$ cat config.mk
export PLATFORM = sky130hd
export DESIGN_NAME = adc_seq_top
export DESIGN_NICKNAME = d
export VERILOG_FILES = /design/src/rtl/adc_seq_pkg.sv /design/src/rtl/adc_seq_sync.sv /design/src/rtl/adc_seq_timer.sv /design/src/rtl/adc_seq_chan.sv /design/src/rtl/adc_seq_top.sv
export SDC_FILE = /design/constraint.sdc
export NUM_CORES = 1
export LEC_CHECK = 0
export ABC_AREA = 1
export ABC_CLOCK_PERIOD_IN_PS = 1860
export CORE_ASPECT_RATIO = 0.6
export CORE_MARGIN = 2
export CORE_UTILIZATION = 40
export DETAILED_ROUTE_END_ITERATION = 16
export PLACE_DENSITY_LB_ADDON = 0.3
export SLEW_MARGIN = 10
export SYNTH_ARGS = -nofsm -noshare
export SYNTH_HDL_FRONTEND = slang
export SYNTH_SLANG_ARGS = --single-unit
$ cat constraint.sdc
create_clock -name clk -period 1.86 [get_ports clk]
set_input_delay 0.279 -clock clk [delete_from_list [all_inputs] [get_ports clk]]
set_output_delay 0.279 -clock clk [all_outputs]
set_load 0.01 [all_outputs]
$ cat src/rtl/adc_seq_pkg.sv
package adc_seq_pkg;

  typedef enum logic [2:0] {
    PH_IDLE    = 3'd0,
    PH_STARTUP = 3'd1,
    PH_SETTLE  = 3'd2,
    PH_CONVERT = 3'd3,
    PH_TRACK   = 3'd4
  } phase_e;

  // Cycles spent in start-up after an enable.
  function automatic int unsigned startup_cycles(input int unsigned su);
    return 4 * (su + 1);
  endfunction

  // Cycles of settling for a change, chosen by the target kind
  // (source is single-ended whenever the target is differential).
  function automatic int unsigned settle_cycles(input logic to_diff,
                                                input int unsigned su,
                                                input int unsigned th);
    if (to_diff) return 4 * (su + 1) + 2 * (th + 2);
    return th + 2;
  endfunction

endpackage

$ cat src/rtl/adc_seq_sync.sv
// Delays a single-cycle request by STAGES clock edges.
module adc_seq_sync #(
  parameter int STAGES = 2
) (
  input  logic clk,
  input  logic rst_n,
  input  logic clr,
  input  logic din,
  output logic dout
);
  logic [STAGES-1:0] pipe_q;

  generate
    if (STAGES == 1) begin : g_single
      always_ff @(posedge clk or negedge rst_n) begin
        if (!rst_n)   pipe_q <= '0;
        else if (clr) pipe_q <= '0;
        else          pipe_q <= din;
      end
    end else begin : g_chain
      always_ff @(posedge clk or negedge rst_n) begin
        if (!rst_n)   pipe_q <= '0;
        else if (clr) pipe_q <= '0;
        else          pipe_q <= {pipe_q[STAGES-2:0], din};
      end
    end
  endgenerate

  assign dout = pipe_q[STAGES-1];
endmodule

$ cat src/rtl/adc_seq_timer.sv
// Down counter: load a value, count down while run is high, flag zero.
module adc_seq_timer #(
  parameter int W = 8
) (
  input  logic         clk,
  input  logic         rst_n,
  input  logic         load,
  input  logic [W-1:0] load_val,
  input  logic         run,
  output logic         zero
);
  logic [W-1:0] cnt_q;

  always_ff @(posedge clk or negedge rst_n) begin
    if (!rst_n)                   cnt_q <= '0;
    else if (load)                cnt_q <= load_val;
    else if (run && cnt_q != '0)  cnt_q <= cnt_q - W'(1);
  end

  assign zero = (cnt_q == '0);
endmodule

$ cat src/rtl/adc_seq_chan.sv
// Holds the most recently written selection and the applied selection.
module adc_seq_chan #(
  parameter int CH_W = 5
) (
  input  logic            clk,
  input  logic            rst_n,
  input  logic            wr,
  input  logic [CH_W-1:0] wr_chan,
  input  logic            wr_diff,
  input  logic            apply,
  output logic            pend_diff,
  output logic [CH_W-1:0] act_chan,
  output logic            act_diff
);
  logic [CH_W-1:0] pend_chan_q;
  logic            pend_diff_q;
  logic [CH_W-1:0] act_chan_q;
  logic            act_diff_q;

  always_ff @(posedge clk or negedge rst_n) begin
    if (!rst_n) begin
      pend_chan_q <= '0;
      pend_diff_q <= 1'b0;
    end else if (wr) begin
      pend_chan_q <= wr_chan;
      pend_diff_q <= wr_diff;
    end
  end

  always_ff @(posedge clk or negedge rst_n) begin
    if (!rst_n) begin
      act_chan_q <= '0;
      act_diff_q <= 1'b0;
    end else if (apply) begin
      act_chan_q <= pend_chan_q;
      act_diff_q <= pend_diff_q;
    end
  end

  assign pend_diff = pend_diff_q;
  assign act_chan  = act_chan_q;
  assign act_diff  = act_diff_q;
endmodule

$ cat src/rtl/adc_seq_top.sv
module adc_seq_top #(
  parameter int CH_W        = 5,
  parameter int SU_W        = 5,
  parameter int TH_W        = 2,
  parameter int SYNC_STAGES = 2
) (
  input  logic            clk,
  input  logic            rst_n,
  input  logic            enable,
  input  logic            sel_wr,
  input  logic [CH_W-1:0] sel_chan,
  input  logic            sel_diff,
  input  logic            force_wr,
  input  logic            sw_start,
  input  logic            trig_en,
  input  logic            trig_pulse,
  input  logic            free_run,
  input  logic [SU_W-1:0] cfg_startup,
  input  logic [TH_W-1:0] cfg_track,
  input  logic            conv_done,
  output logic            conv_start,
  output logic [2:0]      phase,
  output logic [CH_W-1:0] active_chan,
  output logic            active_diff,
  output logic            force_busy
);
  import adc_seq_pkg::*;

  localparam int MAX_LEN = 4 * (2 ** SU_W) + 2 * ((2 ** TH_W) + 1);
  localparam int CNT_W   = $clog2(MAX_LEN + 1);

  phase_e ph_q, ph_d;
  logic chg_sync, frc_sync;
  logic chg_due_q, frc_due_q, start_pend_q, frc_in_settle_q, force_busy_q, conv_start_q;
  logic chg_now, frc_now, start_req;
  logic pend_diff;
  logic plan_go, plan_apply;
  logic [CNT_W-1:0] plan_val, startup_val;
  logic tmr_load, tmr_zero, tmr_run;
  logic [CNT_W-1:0] tmr_val;
  logic act_load, go_conv, settle_go, due_drop;

  adc_seq_sync #(.STAGES(SYNC_STAGES)) u_chg_sync (
    .clk(clk), .rst_n(rst_n), .clr(~enable), .din(sel_wr), .dout(chg_sync)
  );

  adc_seq_sync #(.STAGES(SYNC_STAGES)) u_frc_sync (
    .clk(clk), .rst_n(rst_n), .clr(~enable), .din(force_wr), .dout(frc_sync)
  );

  adc_seq_chan #(.CH_W(CH_W)) u_chan (
    .clk(clk), .rst_n(rst_n), .wr(sel_wr), .wr_chan(sel_chan), .wr_diff(sel_diff),
    .apply(act_load), .pend_diff(pend_diff), .act_chan(active_chan), .act_diff(active_diff)
  );

  assign tmr_run = (ph_q == PH_STARTUP) || (ph_q == PH_SETTLE);

  adc_seq_timer #(.W(CNT_W)) u_timer (
    .clk(clk), .rst_n(rst_n), .load(tmr_load), .load_val(tmr_val),
    .run(tmr_run), .zero(tmr_zero)
  );

  assign chg_now   = chg_sync | chg_due_q;
  assign frc_now   = frc_sync | frc_due_q;
  assign start_req = sw_start | (trig_en & trig_pulse);

  assign startup_val = CNT_W'(startup_cycles(32'(cfg_startup)) - 1);

  // Settling decision for whatever change or force is due now.
  always_comb begin
    plan_go    = 1'b0;
    plan_apply = 1'b0;
    plan_val   = '0;
    if (chg_now && (!pend_diff || !active_diff)) begin
      plan_go    = 1'b1;
      plan_apply = 1'b1;
      plan_val   = CNT_W'(settle_cycles(pend_diff, 32'(cfg_startup), 32'(cfg_track)) - 1);
    end else if (frc_now && !active_diff) begin
      plan_go  = 1'b1;
      plan_val = CNT_W'(settle_cycles(1'b0, 32'(cfg_startup), 32'(cfg_track)) - 1);
    end
  end

  always_comb begin
    ph_d      = ph_q;
    tmr_load  = 1'b0;
    tmr_val   = '0;
    act_load  = 1'b0;
    go_conv   = 1'b0;
    settle_go = 1'b0;
    due_drop  = 1'b0;
    unique case (ph_q)
      PH_IDLE: begin
        if (enable) begin
          ph_d     = PH_STARTUP;
          tmr_load = 1'b1;
          tmr_val  = startup_val;
          act_load = 1'b1;
        end
      end
      PH_STARTUP: begin
        if (tmr_zero) ph_d = PH_TRACK;
      end
      PH_SETTLE: begin
        if (plan_go) settle_go = 1'b1;
        else begin
          due_drop = chg_now | frc_now;
          if (tmr_zero) ph_d = PH_TRACK;
        end
      end
      PH_TRACK: begin
        if (plan_go) settle_go = 1'b1;
        else begin
          due_drop = chg_now | frc_now;
          if (start_req || start_pend_q || free_run) begin
            go_conv = 1'b1;
            ph_d    = PH_CONVERT;
          end
        end
      end
      PH_CONVERT: begin
        if (conv_done) begin
          if (plan_go) settle_go = 1'b1;
          else begin
            due_drop = chg_now | frc_now;
            ph_d     = PH_TRACK;
          end
        end
      end
      default: ph_d = PH_IDLE;
    endcase
    if (settle_go) begin
      ph_d     = PH_SETTLE;
      tmr_load = 1'b1;
      tmr_val  = plan_val;
      act_load = plan_apply;
    end
    if (!enable) begin
      ph_d      = PH_IDLE;
      tmr_load  = 1'b0;
      act_load  = 1'b0;
      go_conv   = 1'b0;
      settle_go = 1'b0;
      due_drop  = 1'b0;
    end
  end

  always_ff @(posedge clk or negedge rst_n) begin
    if (!rst_n) begin
      ph_q            <= PH_IDLE;
      chg_due_q       <= 1'b0;
      frc_due_q       <= 1'b0;
      start_pend_q    <= 1'b0;
      frc_in_settle_q <= 1'b0;
      force_busy_q    <= 1'b0;
      conv_start_q    <= 1'b0;
    end else begin
      ph_q         <= ph_d;
      conv_start_q <= go_conv;

      if (!enable || settle_go || due_drop) begin
        chg_due_q <= 1'b0;
        frc_due_q <= 1'b0;
      end else begin
        if (chg_sync) chg_due_q <= 1'b1;
        if (frc_sync) frc_due_q <= 1'b1;
      end

      if (!enable || ph_q == PH_IDLE || go_conv) start_pend_q <= 1'b0;
      else if (start_req)                         start_pend_q <= 1'b1;

      if (settle_go)
        frc_in_settle_q <= frc_now | ((ph_q == PH_SETTLE) & frc_in_settle_q);
      else if (ph_d != PH_SETTLE)
        frc_in_settle_q <= 1'b0;

      if (!enable)                     force_busy_q <= 1'b0;
      else if (force_wr)               force_busy_q <= 1'b1;
      else if (due_drop && frc_now)    force_busy_q <= 1'b0;
      else if (ph_q == PH_SETTLE && ph_d == PH_TRACK && frc_in_settle_q)
                                       force_busy_q <= 1'b0;
    end
  end

  assign phase      = ph_q;
  assign conv_start = conv_start_q;
  assign force_busy = force_busy_q;
endmodule

== Word-level counts from Yosys, hierarchy flattened ==
Cells that the tools add are included.

* Input port bits: 23
* Output and inout port bits: 11
* Logic and storage cells: 116
* Flip-flop bits (word level): 33

* Add/sub/neg operators: 7
* Bitwise operators: 7
* Muxes and demuxes: 55
* Equal/unequal tests: 7
* Reductions and logical operators: 26

{| class="wikitable"
|+ Operators with widths
! cell !! count
|-
| 8-bit two-way mux || 10
|-
| 1-bit two-way mux || 32
|-
| 3-bit two-way mux || 8
|-
| 8-bit by 1-bit subtractor with 8-bit output (second input constant) || 3
|-
| 3-bit case mux with 5 select lines || 1
|-
| 2-bit nonzero test || 5
|-
| 8-bit by 4-bit adder with 8-bit output || 1
|-
| 8-bit zero test || 1
|-
| 1-bit logical OR || 8
|-
| 8-bit nonzero test || 1
|-
| 5-bit by 1-bit adder with 6-bit output (second input constant) || 1
|-
| 3-bit by 2-bit == test with 1-bit output (second input constant) || 2
|-
| 3-bit == test (second input constant) || 2
|-
| 1-bit logical AND || 6
|-
| 1-bit bitwise OR || 5
|-
| 2-bit two-way mux || 2
|-
| 4-bit by 1-bit inequality test with 1-bit output (second input constant) || 1
|-
| 1-bit case mux with 2 select lines || 2
|-
| 3-bit by 1-bit subtractor with 4-bit output (second input constant) || 1
|-
| 2-bit by 2-bit adder with 3-bit output (second input constant) || 1
|-
| 3-bit by 1-bit == test with 1-bit output (second input constant) || 1
|-
| 1-bit zero test || 3
|-
| 3-bit zero test || 1
|-
| 3-bit by 2-bit inequality test with 1-bit output (second input constant) || 1
|-
| 2 further kinds || 3
|}

== Depth between registers and ports, before layout ==
Gate-level depths: netlist (run 1).

* Depth after elaboration: 16
* Mapped depth: 17
* Gate-level depth less buffers: 17

== Cells and area by module ==
A second synthesis (run 1) with hierarchy kept.

* Cells, all modules: 355
* Area, all modules: 2,373.5 sq um

{| class="wikitable"
|+ By module, submodules not included
! module !! sequential area each (sq um) !! cells each !! area an instance (sq um) !! times used
|-
| adc_seq_top || 225.2 || 200 || 1,203.7 || 1
|-
| adc_seq_timer || 200.2 || 93 || 596.8 || 1
|-
| adc_seq_chan || 300.3 || 50 || 442.9 || 1
|-
| adc_seq_sync || 50.0 || 6 || 65.1 || 2
|}

== Least setup slack after synthesis (run 1) ==
OpenSTA, ideal clock, no wires.

* Path type: input-to-reg
* Start point: input port cfg_startup[0]
* End point: register u_timer.cnt_q[6]
* Required time: 1,744 ps
* Arrival time: 2,016 ps
* Slack: -272 ps
* Stages on the path: 13
* Library setup time: 116 ps
* Buffers on the path: 0
* Cells stage by stage: ha_1 -> inv_1 -> fa_1 -> or2_4 -> nand2_2 -> nor2_2 -> and2_4 -> nand2_2 -> or2_1 -> nand3_1 -> nand2_1 -> nand2_1 -> nand2_1

* Cells in the longest elaborated chain, start to end: 9
* Elaborated cells between the ends (all ways): 12
* Classes of those cells: add/sub (4); mux (8)

{| class="wikitable"
|+ Ends and longest elaborated chain
! what !! RTL line !! text
|-
| from (decl) || adc_seq_top.sv:18 || <nowiki>input logic [SU_W-1:0] cfg_startup,</nowiki>
|-
| 5-bit by 1-bit adder with 6-bit output * || adc_seq_pkg.sv:13, adc_seq_pkg.sv:21 ||
|-
| 8-bit by 4-bit adder with 8-bit output || adc_seq_pkg.sv:21 || <nowiki>if (to_diff) return 4 * (su + 1) + 2 * (th + 2);</nowiki>
|-
| 8-bit two-way mux || adc_seq_pkg.sv:21 ||
|-
| 8-bit two-way mux || adc_seq_pkg.sv:22 || <nowiki>return th + 2;</nowiki>
|-
| 8-bit two-way mux || adc_seq_top.sv:74 || <nowiki>if (chg_now && (!pend_diff || !active_diff)) begin</nowiki>
|-
| 8-bit by 1-bit subtractor with 8-bit output || adc_seq_top.sv:77 || <nowiki>plan_val = CNT_W'(settle_cycles(pend_diff, 32'(cfg_startup), 32'(cfg_track)) - 1);</nowiki>
|-
| 8-bit two-way mux || adc_seq_top.sv:74 ||
|-
| 8-bit two-way mux * || adc_seq_top.sv:132 || <nowiki>if (settle_go) begin</nowiki>
|-
| 8-bit two-way mux * || adc_seq_timer.sv:16 || <nowiki>else if (load) cnt_q <= load_val;</nowiki>
|-
| to (signal assigned) || adc_seq_timer.sv:16 ||
|-
| to (signal assigned) || adc_seq_timer.sv:17 || <nowiki>else if (run && cnt_q != '0) cnt_q <= cnt_q - W'(1);</nowiki>
|-
| to (decl) || adc_seq_timer.sv:12 || <nowiki>logic [W-1:0] cnt_q;</nowiki>
|}

Mark *: on every way between the ends. The rest lies on a longest branch, timed or not. The select of a mux whose other input is x is not followed.
A chain may end at the register's enable or synchronous reset.

== Worst setup path after layout (run 1) ==
* Start point: input port cfg_startup[1]
* End point: register u_timer.cnt_q[6]

Same word-level chain as after synthesis.

==> flow_summary.json, run 1 <==
{
  "grt_first_pass_wirelength_um": 9756,
  "clockRootBuffer": "clkbuf_8",
  "num_vias": 2247,
  "grt_overflow_total": 0,
  "dp_hpwl_um": 4347,
  "crit_required_ns": 2.04,
  "synth-simple-area-share_pct": 32.61,
  "ys_seq_elements": 33,
  "detail_route.iter0.violations": 149,
  "reg2reg_slack_ns": 0.04,
  "fin_skew_ns": 0.005576,
  "final_util_pct": 56.28,
  "cts_buffers": 5,
  "crit_path_max_incr_delay_ns": 0.56,
  "status": "complete, but fails checks",
  "hold_class": "in -> async",
  "rsz0062_at_grt": "true",
  "critPathLaunchType": "input pin",
  "violations": "setup timing",
  "viasPerCell": 4.701,
  "track_usage_pct": 18.99,
  "io_buffers": 33,
  "yosys_warnings": 0,
  "place_inst": 467,
  "area.growth.synth_to_final_pct": 33.88,
  "nNetsFinal": 429,
  "rows": 21,
  "power.density_mw_per_mm2": 696.8,
  "drt-total-wl_um": 5545,
  "fp.coreArea_mm2": 0.005649,
  "postRouteAntennaNets": 0,
  "start_util_pct": 42.04,
  "antenna_cells": 0,
  "final_cells": 478,
  "peakVddDrop_mv": 0.4070,
  "synthesis.nets": 366,
  "yosys.area_share.xor_xnor_pct": 2.950,
  "drive_gt1_share_pct": 23.62,
  "reg2reg_depth": 12,
  "synth_top_family_by_area": "simple AND/OR/NAND/NOR gates",
  "drcViolationCount": 0,
  "synth_fa_ha_area_share_pct": 4.531,
  "htreeDepth": 2,
  "path_clk_slew_ns": 0.07,
  "cts_sinks": 33,
  "drtPass1Iterations": 4,
  "cts_hold_repair.buffers": 0,
  "hold_viol": 0,
  "slew_viol_final": 0,
  "grt_max_degree": 34,
  "die_w_um": 103.5,
  "slew-limit-headroom_pct": 71.91,
  "fin_ws_ns": -0.06691,
  "cp_max_fo": 2,
  "avgSynthCellArea_um2": 7.089,
  "synth_seq_area_share_pct": 34.77,
  "syn-instance-count": 335,
  "antenna_found_initial": 0,
  "synth_mux_area_share_pct": 0,
  "dieArea_mm2": 0.006590,
  "cp_common_cell": "nand2_1",
  "cp_slowest_cell": "fa_2",
  "pre_cts_ws_ns": -0.7934,
  "end_kind": "flip-flop",
  "worstMarginPinSlew_ns": 0.4213,
  "p_leak_nw": 1.576,
  "grt_pass1_vias": 2121,
  "crit_chain": "buf_8, ha_4, inv_2, fa_2, or2_4, nand2_4, nor2_4, and2_4, nand2_2, or2_1, nand3_2, nand2_1, nand2_1, nand2_1",
  "clockBufferDepth": 2,
  "period_needed_ns": 1.927,
  "pin_count": 34,
  "drv_cap": 0,
  "place.gp.congestion": 0.9015,
  "post_drt_wl_per_cell_um": 11.60,
  "worst_skew_pair.late_latency_ns": 0.28,
  "arrival_ns": 2.10,
  "synth_area_mm2": 0.002375,
  "fmax_mhz": 519.0,
  "synth_compound_area_share_pct": 14.33,
  "cts_tree": "built",
  "finalCritPeriodShare_pct": 103.6,
  "synth_cell_types": 42,
  "die_h_um": 63.69,
  "finalSetupViolations": 1,
  "critical_path_class": "in -> reg",
  "fillers": 534
}
[cells by family (layout without fill, tap and decap cells)]
| group | after synthesis | in the layout |
|---|---|---|
| and+or+nand+nor | 167 | 167 |
| buffers and inverters | 62 | 125 |
| AOI/OAI and AO/OA | 57 | 57 |
| DFF | 33 | 33 |
| adders and majority gates | 8 | 8 |
| xor gates and xnor gates | 8 | 8 |
[worst max-delay path, delay by kind of cell]
| kind | cells | cell delay (ns) |
|---|---|---|
| adder cells (fa/ha/maj) | 2 | 0.82 |
| AND/OR/NAND/NOR | 10 | 0.87 |
| buffers and inverters | 2 | 0.13 |
[power breakdown]
group	switching, mW	internal (mW)
registers	0.0754	0.802
logic	0.358	0.324
clock network	0.266	0.389
total	0.700	1.52
[synth_stat cells, drive strengths merged]
| cell | instances | share of area (%) |
|---|---|---|
| buf | 4 | 1.3 |
| xnor2 | 3 | 1.1 |
| inv | 57 | 9.3 |
| fa | 1 | 0.84 |
| a31oi | 2 | 0.53 |
| nand3b | 2 | 0.63 |
| nand3 | 19 | 4.6 |
| a22oi | 1 | 0.32 |
| o21bai | 1 | 0.32 |
| ha | 7 | 3.7 |
| nor3 | 3 | 0.84 |
| nor2 | 44 | 8.0 |
| o211ai | 2 | 0.63 |
| and2 | 1 | 0.37 |
| nand4 | 5 | 1.3 |
| o21ai | 31 | 7.2 |
| xor2 | 5 | 1.8 |
| or2 | 4 | 1.2 |
| nand2 | 88 | 15 |
| clkbuf | 1 | 0.16 |
| a21oi | 17 | 3.9 |
| dfrtp | 33 | 35 |
| o22ai | 2 | 1.1 |
| a22o | 1 | 0.37 |
| nor4 | 1 | 0.26 |
[routing by layer]
layer	global-route usage (%)	wire (um)	vias to the layer above
met5	0	0	-
met3	6.437	470	4
met2	25.08	2158	66
li1	-	-	1189
met1	29.73	2878	988
met4	3.125	39	0
[state kept, by name, summed over array words and instances, names as in the netlist, 2 cells and up]
| name | count |
|---|---|
| u_chg_sync.pipe_q | 2 |
| u_timer.cnt_q | 8 |
| phase | 3 |
| u_chan.act_chan | 5 |
| u_frc_sync.pipe_q | 2 |
| u_chan.pend_chan_q | 5 |
[through the flow]
stage	TNS, ns	hold WS (ns)	total power [mW]	area (um2)
after CTS	-0.05309	0.4194	2.199	3119
after global placement	-3.557	0.4197	1.513	2975
after detailed placement	-3.847	0.4224	1.524	2975
final	-0.06691	0.3965	2.215	3179
after global routing	-0.3014	0.4462	2.370	3179
after floorplan	-0.2789	-0.01659	1.271	2387
[path summary, 6_finish.rpt]
path	startpoint	to
max in group asynchronous	rst_n	u_chan.pend_chan_q[3]
worst max register to register	u_chan.pend_diff	u_timer.cnt_q[6]
min in group clk	u_chg_sync.pipe_q[0]	u_chg_sync.pipe_q[1]
worst min-delay path	rst_n	u_timer.cnt_q[6]
worst max-delay path	cfg_startup[1]	u_timer.cnt_q[6]
worst min register to register	u_chg_sync.pipe_q[0]	u_chg_sync.pipe_q[1]
[placed cells by master, fill, tap and decap left out, drive strengths merged]
cell type       n
buf            31
o21bai          1
o211ai          2
or2             4
inv            57
o22ai           2
fa              1
xor2            5
dlymetal6s2s    1
a21oi          17
a22o            1
o21ai          31
ha              7
bufinv          1
xnor2           3
nand2          88
a31oi           2
nor2           44
clkbuf          5
nand4           5
a22oi           1
nand3          19
clkdlybuf4s50  29
clkinv          1
nor3            3
nor4            1
nand3b          2
dfrtp          33
and2            1
[repair_timing]
action / 4_1_cts / 5_1_grt
gates resized for setup: 22 / 16
pin swaps: 9 / 9
setup buffers: 3 / 1
setup endpoints to repair: 5 / 6
[layout make-up]
| cell class | instances | area (um2) | share of cell area [%] |
|---|---|---|---|
| flip-flops and latches | 33 | 825.8 | 25.97 |
| clock inverters | 2 | 35.03 | 1.102 |
| multi-input cells | 240 | 1368 | 43.01 |
| clock buffers | 5 | 68.82 | 2.165 |
| well taps | 80 | 100.1 | 3.148 |
| repair buffers | 61 | 560.5 | 17.63 |
| inverters | 57 | 221.5 | 6.966 |
(Power assumes the default switching activity.)
==> inputs of run 2 (changes only) <==
--- a/config.mk
+++ b/config.mk
@@ -10,6 +10,7 @@
 export CORE_ASPECT_RATIO = 0.6
 export CORE_MARGIN = 2
 export CORE_UTILIZATION = 40
+export CTS_CLUSTER_DIAMETER = 200
 export DETAILED_ROUTE_END_ITERATION = 16
 export PLACE_DENSITY_LB_ADDON = 0.3
 export SLEW_MARGIN = 10
==> results of run 2 <==
Same layout as run 1: the final DEF is identical, and so are final timing and power.
